==> config.mk <==
export PLATFORM = sky130hd
export DESIGN_NAME = dual_profile_phase_acc
export DESIGN_NICKNAME = d
export VERILOG_FILES = /design/src/rtl/dual_profile_phase_acc.sv
export SDC_FILE = /design/constraint.sdc
export NUM_CORES = 1
export LEC_CHECK = 0
export ABC_AREA = 1
export CAP_MARGIN = 10
export CORE_MARGIN = 1
export CORE_UTILIZATION = 25
export DETAILED_ROUTE_END_ITERATION = 10
export GPL_TIMING_DRIVEN = 0
export HOLD_SLACK_MARGIN = 0.08
export PLACE_DENSITY = 0.38
export SYNTH_ARGS = -nofsm -noshare
export SYNTH_HDL_FRONTEND = slang
export SYNTH_SLANG_ARGS = --single-unit
export TNS_END_PERCENT = 50
==> constraint.sdc <==
create_clock -name clk -period 3.05 [get_ports clk]
set_input_delay 0.61 -clock clk [delete_from_list [all_inputs] [get_ports clk]]
set_output_delay 0.61 -clock clk [all_outputs]
set_load 0.1 [all_outputs]
==> src/rtl/dual_profile_phase_acc.sv <==
module dual_profile_phase_acc #(
  parameter int FTW_W     = 26,
  parameter int GAIN_W    = 8,
  parameter int ADDR_W    = 5,
  parameter int CTRL_ADDR = 0,
  parameter int FTW_BASE  = 16,
  parameter int GAIN_BASE = 24
) (
  input  logic              clk,
  input  logic              rst,
  input  logic              wr_en,
  input  logic [ADDR_W-1:0] wr_addr,
  input  logic [7:0]        wr_data,
  input  logic              sel_pin,
  output logic [FTW_W-1:0]  phase_o,
  output logic [GAIN_W-1:0] gain_o,
  output logic              profile_changed_o
);
  localparam int NPROF = 2;
  localparam int NB    = (FTW_W + 7) / 8;
  localparam logic [FTW_W-1:0] FTW_MAX = {1'b0, {(FTW_W-1){1'b1}}};

  logic [FTW_W-1:0]  ftw_w  [NPROF];
  logic [GAIN_W-1:0] gain_w [NPROF];
  logic              sel_bit_q;
  logic              sel_r;
  logic [FTW_W-1:0]  acc_q;

  wire ctrl_hit = wr_en && (wr_addr == ADDR_W'(CTRL_ADDR));

  for (genvar p = 0; p < NPROF; p++) begin : g_prof
    logic [FTW_W-1:0]  ftw_q;
    logic [GAIN_W-1:0] gain_q;
    logic [FTW_W-1:0]  merged;
    logic              hit;

    always_comb begin
      merged = ftw_q;
      hit    = 1'b0;
      for (int k = 0; k < NB; k++) begin
        if (wr_en && (wr_addr == ADDR_W'(FTW_BASE + p*NB + k))) begin
          hit = 1'b1;
          for (int b = 0; b < 8; b++)
            if (k*8 + b < FTW_W) merged[k*8 + b] = wr_data[b];
        end
      end
    end

    wire gain_hit = wr_en && (wr_addr == ADDR_W'(GAIN_BASE + p));

    always_ff @(posedge clk) begin
      if (rst) begin
        ftw_q  <= '0;
        gain_q <= '0;
      end else begin
        if (hit)      ftw_q  <= merged[FTW_W-1] ? FTW_MAX : merged;
        if (gain_hit) gain_q <= wr_data[GAIN_W-1:0];
      end
    end

    assign ftw_w[p]  = ftw_q;
    assign gain_w[p] = gain_q;
  end

  wire sel_now = sel_bit_q | sel_pin;
  wire [FTW_W-1:0] active_ftw = ftw_w[sel_r];

  always_ff @(posedge clk) begin
    if (rst) begin
      sel_bit_q         <= 1'b0;
      sel_r             <= 1'b0;
      profile_changed_o <= 1'b0;
      acc_q             <= '0;
    end else begin
      if (ctrl_hit) sel_bit_q <= wr_data[0];
      sel_r             <= sel_now;
      profile_changed_o <= sel_now ^ sel_r;
      acc_q             <= acc_q + active_ftw;
    end
  end

  assign phase_o = acc_q;
  assign gain_o  = gain_w[sel_r];


  ftw_limit_chk: assert property (@(posedge clk) disable iff (rst)
    !ftw_w[0][FTW_W-1] && !ftw_w[1][FTW_W-1]);


  sel_track_chk: assert property (@(posedge clk) disable iff (rst)
    sel_r == $past(sel_bit_q | sel_pin));


  change_pulse_chk: assert property (@(posedge clk) disable iff (rst)
    profile_changed_o == (sel_r != $past(sel_r)));


  phase_hold_chk: assert property (@(posedge clk) disable iff (rst)
    ($past(active_ftw) == '0) |-> $stable(phase_o));
endmodule

==> flow_metrics.py, run 1 <==
metrics = {
    "status": {
        "status": "complete, no violations",
    },
    "cts": {
        "cts_buffer_depth": 2,
        "clockRootBuffer": "clkbuf_16",
        "hold_buffers": 0,
        "cts_sinks": 95,
        "clk_pin_slew_ps": 80,
        "worstSkewPairLatency_ps": 350,
        "cts_made_buffers": 9,
        "cts_setup_buffers": 0,
        "cts_tree": "built",
        "htree_levels": 3,
    },
    "layout": {
        "register_area_um2": 1900,
        "finalNonFillerCells": 1196,
        "nets": 959,
        "n_fill_cell": 2427,
        "multi_input_area_um2": 2890,
        "syn_to_final_growth_pct": 21.9,
        "antennaDiodeCount": 0,
        "drive_above_1_share": 0.0662,
    },
    "power": {
        "peakVddDrop_uv": 260,
        "seq_power_share": 0.437,
        "switching_share": 0.280,
        "pwr-share-comb": 0.113,
        "switching_power_mw": 0.819,
        "p_leak_nw": 3.17,
        "pwr-share-clk": 0.450,
        "power_density_nw_per_um2": 439,
        "intPower_mw": 2.10,
    },
    "yosys": {
        "ys_warn_count": 0,
        "synth_nets": 897,
        "syn-cell-area_um2": 5460,
        "syn_inst": 854,
        "yosys_most_used_dff": "dfxtp_1",
        "synth_area_per_cell_um2": 6.39,
        "ys_seq_area_frac": 0.348,
        "synth-seq-cells": 95,
        "synth_edf_count": 0,
        "ys_async_sr_fraction": 0,
        "yosysUniqueCellTypes": 36,
    },
    "detailed_routing": {
        "wl_um": 18500,
        "vias_per_cell": 4.36,
        "vias": 5210,
        "antenna_left": 0,
        "dr.pass1.iters": 5,
        "wl_per_cell_um": 15.5,
        "drt_iter0_drc": 235,
        "post-route-drc-count": 0,
    },
    "sta": {
        "finalSetupViolCount": 0,
        "period_share": 0.949,
        "rsz0062_at_grt": "true",
        "finClkSkew_ps": 9.95,
        "period_needed_ps": 2890,
        "relSlewSlack": 0.346,
        "max_freq_mhz": 345,
        "worst_slack_ps": 156,
        "finalMaxSlewViolations": 0,
        "worstMarginPinSlew_ps": 978,
        "final_hold_viol_count": 0,
    },
    "floorplanning": {
        "core-area_um2": 21200,
        "start_util": 0.257,
        "dieWidth_um": 150,
        "dieHeight_um": 150,
        "io_pins": 52,
        "die_area_um2": 22400,
        "rows": 53,
    },
    "placement": {
        "dp_slack_ps": -503,
        "dpl.hpwl_um": 14700,
        "gp_congestion": 0.806,
        "placedCellCount": 1180,
        "io_buffer_count": 51,
    },
    "global_routing": {
        "grt_pass1_wl_um": 28800,
        "grt_max_degree": 17,
        "grt_pass1_vias": 5125,
        "track_usage": 0.175,
        "antenna_found_initial": 0,
        "overflow": 0,
    },
    "setup_path": {
        "crit_type": "reg2reg",
        "worstSetupStartpointType": "flop",
        "worst-path-max-fanout": 10,
        "worst_ep_required_time_ps": 3330,
        "worstSetupEndpointType": "flop",
        "arrival_ps": 3170,
    },
    "worst_hold_path": {
        "hold_path_class": "reg2reg",
    },
    "job": {
        "cap_violations": 0,
    },
}
## layout by cell type, fill, tap and decap left out, types with 9 or more instances in the layout
cell type,Yosys,routed
clkbuf_1,15,12
clkdlybuf4s50_1,0,43
clkbuf_16,0,9
dfxtp_1,95,95
inv_1,134,134
ha_1,25,25
nor2_1,91,91
a21oi_1,92,92
o21ai_0,77,76
nand3_1,27,27
nand2_1,237,237
## layer usage
layer	share of wire	vias up	routed length (µm)	track usage
li1	-	2813	-	-
met1	0.48	2302	8960	0.228
met2	0.47	74	8710	0.292
met3	0.023	21	425	0.0232
met4	0.022	0	412	0.0641
met5	0	-	0	0
## cells in the mapped netlist (all sizes together), types with 2 or more instances
cell type  number  share of area
or2             2         0.0023
clkbuf         15          0.010
nor3            5         0.0046
nand4           3         0.0034
inv           141          0.098
dfxtp          95           0.35
nand3          28          0.027
o211ai          2         0.0027
o21a            2         0.0027
nand2         243           0.17
buf             9          0.013
a21oi          93          0.086
o21ai          88          0.084
ha             25          0.057
nor2           97          0.077
## critical path: stages (launching register included)
cell and delay, ps:
dfxtp_1 400, clkbuf_2 270, clkbuf_4 270, nand2_1 70
nand2_1 60, ha_1 260, inv_1 80, fa_1 450
inv_1 80, nand4_1 90, nand2_1 200, nand2_1 80
nand2_1 120, nand2_1 100, nand3_1 80, nand2_1 50
nor2_1 140
## cell type report
type                    instances  area share
well taps                     275      0.0517
flip-flops and latches         95       0.286
clock buffers                  11      0.0365
multi-input cells             593       0.434
inverters                     142      0.0808
repair buffers                 51      0.0776
clock inverters                 5      0.0130
plain buffers                  24      0.0205
## power groups by stage
stage | registers, mW | clock network (mW) | logic (mW)
detailed placement | 1.31 | 0 | 0.335
floorplan | 1.38 | 0 | 0.140
finish | 1.28 | 1.32 | 0.331
global route | 1.28 | 1.40 | 0.358
global placement | 1.31 | 0 | 0.335
CTS | 1.28 | 1.34 | 0.336
## final timing paths
check | from | end | slack [ps] | cells after the start
hold / removal | g_prof[0].gain_q[0] | g_prof[0].gain_q[0] | 450 | 2
hold reg to reg | g_prof[0].gain_q[0] | g_prof[0].gain_q[0] | 450 | 2
setup / recovery | sel_r | phase_o[18] | 160 | 16
setup reg to reg | sel_r | phase_o[18] | 160 | 16
## registers in the layout (all words and copies together), names as in the netlist
name,cells
g_prof.gain_q,16
profile_changed_o,1
sel_r,1
phase_o,26
g_prof.ftw_q,50
sel_bit_q,1
## cell families (layout without fill, tap and decap cells)
logic type | Yosys count | count (layout) | share of synthesized area
simple gates | 379 | 379 | 0.289
flops | 95 | 95 | 0.348
buf+inv | 166 | 233 | 0.122
fa+ha+maj | 26 | 26 | 0.0610
xor+xnor | 1 | 1 | 0.00160
compound gates | 187 | 187 | 0.178
## through the flow
stage | TNS (ps) | hold WS [ps] | power [mW] | util | instance area, µm²
final | 0 | 448 | 2.92 | 0.314 | 6660
after global routing | -107 | 470 | 3.04 | 0.314 | 6660
after CTS | 0 | 453 | 2.96 | 0.313 | 6650
after detailed placement | -4770 | 442 | 1.64 | 0.298 | 6310
after global placement | -5270 | 438 | 1.64 | 0.298 | 6310
after floorplan | -1360 | 424 | 1.52 | - | 5460
## repair_timing
| item | in CTS | in global routing |
|---|---|---|
| pin swaps | 0 | 0 |
| setup endpoints to repair | 24 | 18 |
| gates resized for setup | 29 | 7 |
Power figures use the tool's default switching activity.
==> run 2: changes to the inputs <==
- CORE_UTILIZATION: 25 -> 58
- CTS_CLUSTER_DIAMETER: unset -> 30
- PLACE_DENSITY: 0.38 -> 0.78
==> run 2 against run 1 <==
Against the previous run: total power down 15%; clock skew is 3.0 ps higher; non-clock buffer count unchanged; sequential share of layout area increased by 1.5 points; first-iteration DRC count grew 32%; fmax grew 1.1%; clock-buffer cell count shrank 2; flip-flop and latch count unchanged; routed wire length down 19%; final cell count fell by 14%; clock power down 32%; sequential power about the same; largest cell class unchanged.
==> flow_metrics.py, run 2 (synthesized netlist as in run 1, its figures left out) <==
metrics = {
    "status": {
        "status": "complete, no violations",
    },
    "setup_path": {
        "reg2reg_from": "sel_r",
        "r2r_end": "phase_o[18]",
        "worst_ep_required_time_ps": 2440,
        "path_cells": "clkbuf_1, nand2_1, o21ai_0, dlygate4sd2_1",
        "critPathLaunch": "sel_r",
        "endpoint": "gain_o[0]",
        "worstRegToRegCells": 15,
        "r2r_slack_ps": 280,
        "cp_slowest_cell": "dlygate4sd2_1",
        "crit_type": "reg2out",
        "worst-path-max-fanout": 10,
        "worstSetupEndpointType": "output port",
        "worstSetupStartpointType": "flop",
        "critPathMaxStageDelay_ps": 870,
        "arrival_ps": 2250,
    },
    "global_routing": {
        "antenna_found_initial": 0,
        "grt_pass1_vias": 5094,
        "track_usage": 0.316,
        "grt_pass1_wl_um": 24000,
        "grt_max_degree": 18,
        "overflow": 0,
    },
    "job": {
        "cap_violations": 0,
    },
    "detailed_routing": {
        "wl_um": 14900,
        "drt_iter0_drc": 311,
        "vias": 5492,
        "wl_per_cell_um": 14.5,
        "post-route-drc-count": 0,
        "dr.pass1.iters": 5,
        "vias_per_cell": 5.32,
        "antenna_left": 0,
    },
    "layout": {
        "layout_commonest_cell": "nand2_1",
        "largest_register_ffs": 50,
        "n_fill_cell": 847,
        "max_flop_register": "g_prof.ftw_q",
        "syn_to_final_growth_pct": 15.8,
        "mostFrequentLayoutCells": "nand2_1 (237), inv_1 (134), dfxtp_1 (95), a21oi_1 (92), nor2_1 (91)",
        "drive_above_1_share": 0.0651,
        "nets": 959,
        "design_area_um2": 6320,
        "antennaDiodeCount": 0,
    },
    "cts": {
        "cts_sinks": 95,
        "cts_made_buffers": 9,
        "hold_buffers": 0,
        "clockRootBuffer": "clkbuf_8",
        "htree_levels": 3,
        "clk_pin_slew_ps": 100,
        "cts_tree": "built",
        "worstSkewPairLatency_ps": 380,
        "cts_buffer_depth": 2,
    },
    "sta": {
        "rsz0062_at_grt": "false",
        "relSlewSlack": 0.341,
        "holdWs_ps": 453,
        "max_freq_mhz": 349,
        "finClkSkew_ps": 13.0,
        "final_hold_viol_count": 0,
        "finalMaxSlewViolations": 0,
        "period_share": 0.939,
        "period_needed_ps": 2860,
        "worstMarginPinSlew_ps": 986,
        "finalSetupViolCount": 0,
    },
    "placement": {
        "gp_congestion": 0.979,
        "dpl.hpwl_um": 11800,
        "io_buffer_count": 51,
        "placed_area_um2": 6110,
    },
    "worst_hold_path": {
        "hold_path_class": "reg2reg",
        "whs_path_depth": 2,
    },
    "floorplanning": {
        "dieHeight_um": 99.0,
        "io_pins": 52,
        "die_area_um2": 9800,
        "dieWidth_um": 99.0,
        "core-area_um2": 9200,
        "start_util": 0.594,
        "rows": 35,
    },
    "power": {
        "power_density_nw_per_um2": 394,
        "peakVddDrop_uv": 235,
        "power_mw": 2.49,
        "p_leak_nw": 3.11,
    },
}
-- run 2: cell count changes in the layout (fill, tap and decap cells not counted) --
cell and change:
clkbuf_16 -9, clkbuf_8 +8, clkbuf_2 -2, clkinvlp_4 +2
bufinv_16 -1, clkbuf_1 +1, clkdlybuf4s15_1 -1, clkinv_2 +1
dlygate4sd2_1 +1, inv_6 -1, inv_8 +1
-- run 2: area by class of cell --
| type | count | area (µm²) | share of cell area |
|---|---|---|---|
| multi-input cells | 593 | 2890 | 0.457 |
| flip-flops and latches | 95 | 1900 | 0.301 |
| inverters | 142 | 538 | 0.0851 |
| repair buffers | 51 | 515 | 0.0816 |
| well taps | 111 | 139 | 0.0220 |
| plain buffers | 24 | 134 | 0.0212 |
| clock buffers | 9 | 124 | 0.0196 |
| clock inverters | 7 | 78.8 | 0.0125 |
-- run 2: worst max-delay path, delay by kind of cell, from the launching register on --
family / cells / cell delay (ps)
AO/OA/AOI/OAI: 1 / 90
AND/OR/NAND/NOR: 1 / 110
flip-flops: 1 / 390
buffers and inverters: 2 / 1290
-- run 2: worst min path at each step --
stage                        start                  end
2_1_floorplan            sel_bit_q            sel_bit_q
3_3_place_gp   g_prof[0].ftw_q[17]  g_prof[0].ftw_q[17]
3_5_place_dp   g_prof[0].ftw_q[13]  g_prof[0].ftw_q[13]
4_1_cts        g_prof[0].ftw_q[14]  g_prof[0].ftw_q[14]
5_1_grt        g_prof[0].gain_q[3]  g_prof[0].gain_q[3]
6_report       g_prof[0].gain_q[1]  g_prof[0].gain_q[1]
-- run 2: report_power, final --
part           internal (mW)  switching (mW)
logic                 0.0862           0.233
registers               1.26          0.0123
clock network          0.390           0.505
-- run 2: metrics by stage --
stage               setup TNS (ps)  cells  utilization  setup slack (ps)
floorplan                    -1360    854            -              -171
global placement              -956   1016        0.664              -148
detailed placement           -1190   1016        0.664              -201
CTS                              0   1032        0.687              29.1
global route                     0   1032        0.687              5.88
finish                           0   1032        0.687               187
-- run 2: metal layers --
| metal | global-route usage | part of all wire | vias to the layer above | wire [µm] |
|---|---|---|---|---|
| met3 | 0.0376 | 0.053 | 41 | 788 |
| met2 | 0.583 | 0.49 | 167 | 7360 |
| met5 | 0 | 0 | - | 0 |
| li1 | - | - | 2807 | - |
| met4 | 0.149 | 0.040 | 0 | 592 |
| met1 | 0.360 | 0.42 | 2477 | 6210 |
-- run 2: what timing repair did --
action,4_1_cts,5_1_grt
gates cloned,0,0
gates resized for setup,28,4
buffers inserted,0,0
setup endpoints to repair,16,19
==> run 3: changes to the inputs <==
- SLEW_MARGIN: unset -> 40
==> run 3 against run 2 <==
Against the previous run: global-route usage is 1.1 points higher; largest power group unchanged; first-iteration DRC count grew 9.6%; total power fell by 1.1%; via count rose by 1.4%; fmax up 1.8%; largest cell class unchanged; hold slack lost 0.92 ps; clock power fell by 2%.
==> flow_metrics.py, run 3 (synthesized netlist as in run 1, its figures left out) <==
metrics = {
    "floorplanning": {
        "rows": 35,
        "dieHeight_um": 99.0,
        "io_pins": 52,
        "dieWidth_um": 99.0,
        "core-area_um2": 9200,
        "die_area_um2": 9800,
        "start_util": 0.594,
    },
    "layout": {
        "multi_input_area_um2": 2890,
        "n_fill_cell": 871,
        "nets": 959,
        "mostFrequentLayoutCells": "nand2_1 (237), inv_1 (134), dfxtp_1 (95), a21oi_1 (92), nor2_1 (91)",
        "largest_register_ffs": 50,
        "syn_to_final_growth_pct": 12.5,
        "drive_above_1_share": 0.0966,
        "finalNonFillerCells": 1032,
        "layout_commonest_cell": "nand2_1",
        "design_area_um2": 6140,
        "max_flop_register": "g_prof.ftw_q",
        "antennaDiodeCount": 0,
        "register_area_um2": 1900,
    },
    "detailed_routing": {
        "wl_met2_um": 7350,
        "wl_met3_um": 712,
        "post-route-drc-count": 0,
        "met1Wirelength_um": 6300,
        "wl_per_cell_um": 14.5,
        "dr.pass1.iters": 5,
        "top_layer_used": "met4",
        "vias_per_cell": 5.40,
        "antenna_left": 0,
        "wl_um": 15000,
        "vias": 5571,
        "drt_iter0_drc": 341,
    },
    "cts": {
        "cts_buffer_depth": 2,
        "post_cts_resized": 2,
        "worstSkewPairLatency_ps": 370,
        "cts_made_buffers": 9,
        "cts_tree": "built",
        "hold_buffers": 0,
        "cts_sinks": 95,
        "clockRootBuffer": "clkbuf_8",
        "htree_levels": 3,
        "cts_setup_buffers": 0,
        "clk_pin_slew_ps": 100,
    },
    "sta": {
        "period_share": 0.922,
        "period_needed_ps": 2810,
        "worst_slack_ps": 239,
        "rsz0062_at_grt": "false",
        "final_hold_viol_count": 0,
        "worstMarginPinSlew_ps": 727,
        "relSlewSlack": 0.513,
        "finalMaxSlewViolations": 0,
        "max_freq_mhz": 356,
        "finClkSkew_ps": 12.2,
        "finalSetupViolCount": 0,
        "fin_tns_setup_ps": 0,
    },
    "placement": {
        "dpl.hpwl_um": 11900,
        "gp_congestion": 0.979,
        "io_buffer_count": 51,
        "placed_area_um2": 5930,
        "dp_slack_ps": -215,
        "placedCellCount": 1016,
    },
    "global_routing": {
        "overflow": 0,
        "antenna_found_initial": 0,
        "grt_pass1_wl_um": 24900,
        "grt_pass1_vias": 5251,
        "grt_max_degree": 18,
        "track_usage": 0.327,
    },
    "power": {
        "power_mw": 2.46,
        "power_density_nw_per_um2": 401,
        "p_leak_nw": 3.18,
        "peakVddDrop_uv": 242,
    },
    "setup_path": {
        "crit_type": "reg2reg",
        "reg2reg_from": "sel_r",
        "worstSetupStartpointType": "flop",
        "worstSetupEndpointType": "flop",
        "worst-path-max-fanout": 10,
        "worst_ep_required_time_ps": 3360,
        "critPathLaunch": "sel_r",
        "arrival_ps": 3120,
    },
    "status": {
        "status": "complete, no violations",
    },
    "job": {
        "cap_violations": 0,
    },
    "worst_hold_path": {
        "hold_path_class": "reg2reg",
        "hp-start": "g_prof[0].ftw_q[13]",
    },
}
run 3: cell types whose count changed in the layout (fill, tap and decap cells not counted):
cell | before | now
buf_2 | 4 | 39
clkdlybuf4s15_2 | 6 | 0
clkdlybuf4s50_1 | 43 | 16
clkinv_2 | 1 | 2
clkinv_4 | 0 | 1
clkinvlp_4 | 2 | 0
dlygate4sd2_1 | 2 | 0
inv_6 | 3 | 2
inv_8 | 1 | 2
run 3: worst max-delay path: stages, from the launching register on:
cell      delay [ps]
dfxtp_1          390
clkbuf_2         260
clkbuf_4         280
nand2_1           70
nand2_1           70
ha_1             280
inv_1             90
fa_1             450
inv_1             80
nand4_1           80
nand2_1          190
nand2_1           80
nand2_1          110
nand2_1           90
nand3_1           80
nand2_1           60
nor2_1           100
run 3: area by class of cell:
class	instances	share of cell area
clock buffer	9	0.0202
multi-input combinational	593	0.471
buffer	24	0.0218
inverter	142	0.0876
tap	111	0.0226
clock inverter	7	0.0130
sequential	95	0.310
timing repair buffer	51	0.0546
run 3: metrics by stage:
step                      hold slack, ps  utilization
final                                452        0.668
after global routing                 476        0.668
after CTS                            455        0.667
after global placement               434        0.664
after floorplan                      424            -
after detailed placement             441        0.645
run 3: final timing paths:
kind,end,slack (ps),cells after the start
setup / recovery,phase_o[18],240,16
hold / removal,g_prof[0].ftw_q[13],450,2
hold reg to reg,g_prof[0].ftw_q[13],450,2
setup reg to reg,phase_o[18],240,16
run 3: layer usage:
metal,track usage,vias to the layer above
li1,-,2809
met1,0.380,2543
met2,0.579,174
met3,0.0532,45
met4,0.166,0
met5,0,-
run 3: report_power, final:
group	switching (mW)	internal, mW	leakage [nW]	total, mW
combinational	0.233	0.0760	2.30	0.309
sequential	0.0118	1.26	0.768	1.28
clock	0.486	0.393	0.107	0.879
total	0.732	1.73	3.18	2.46
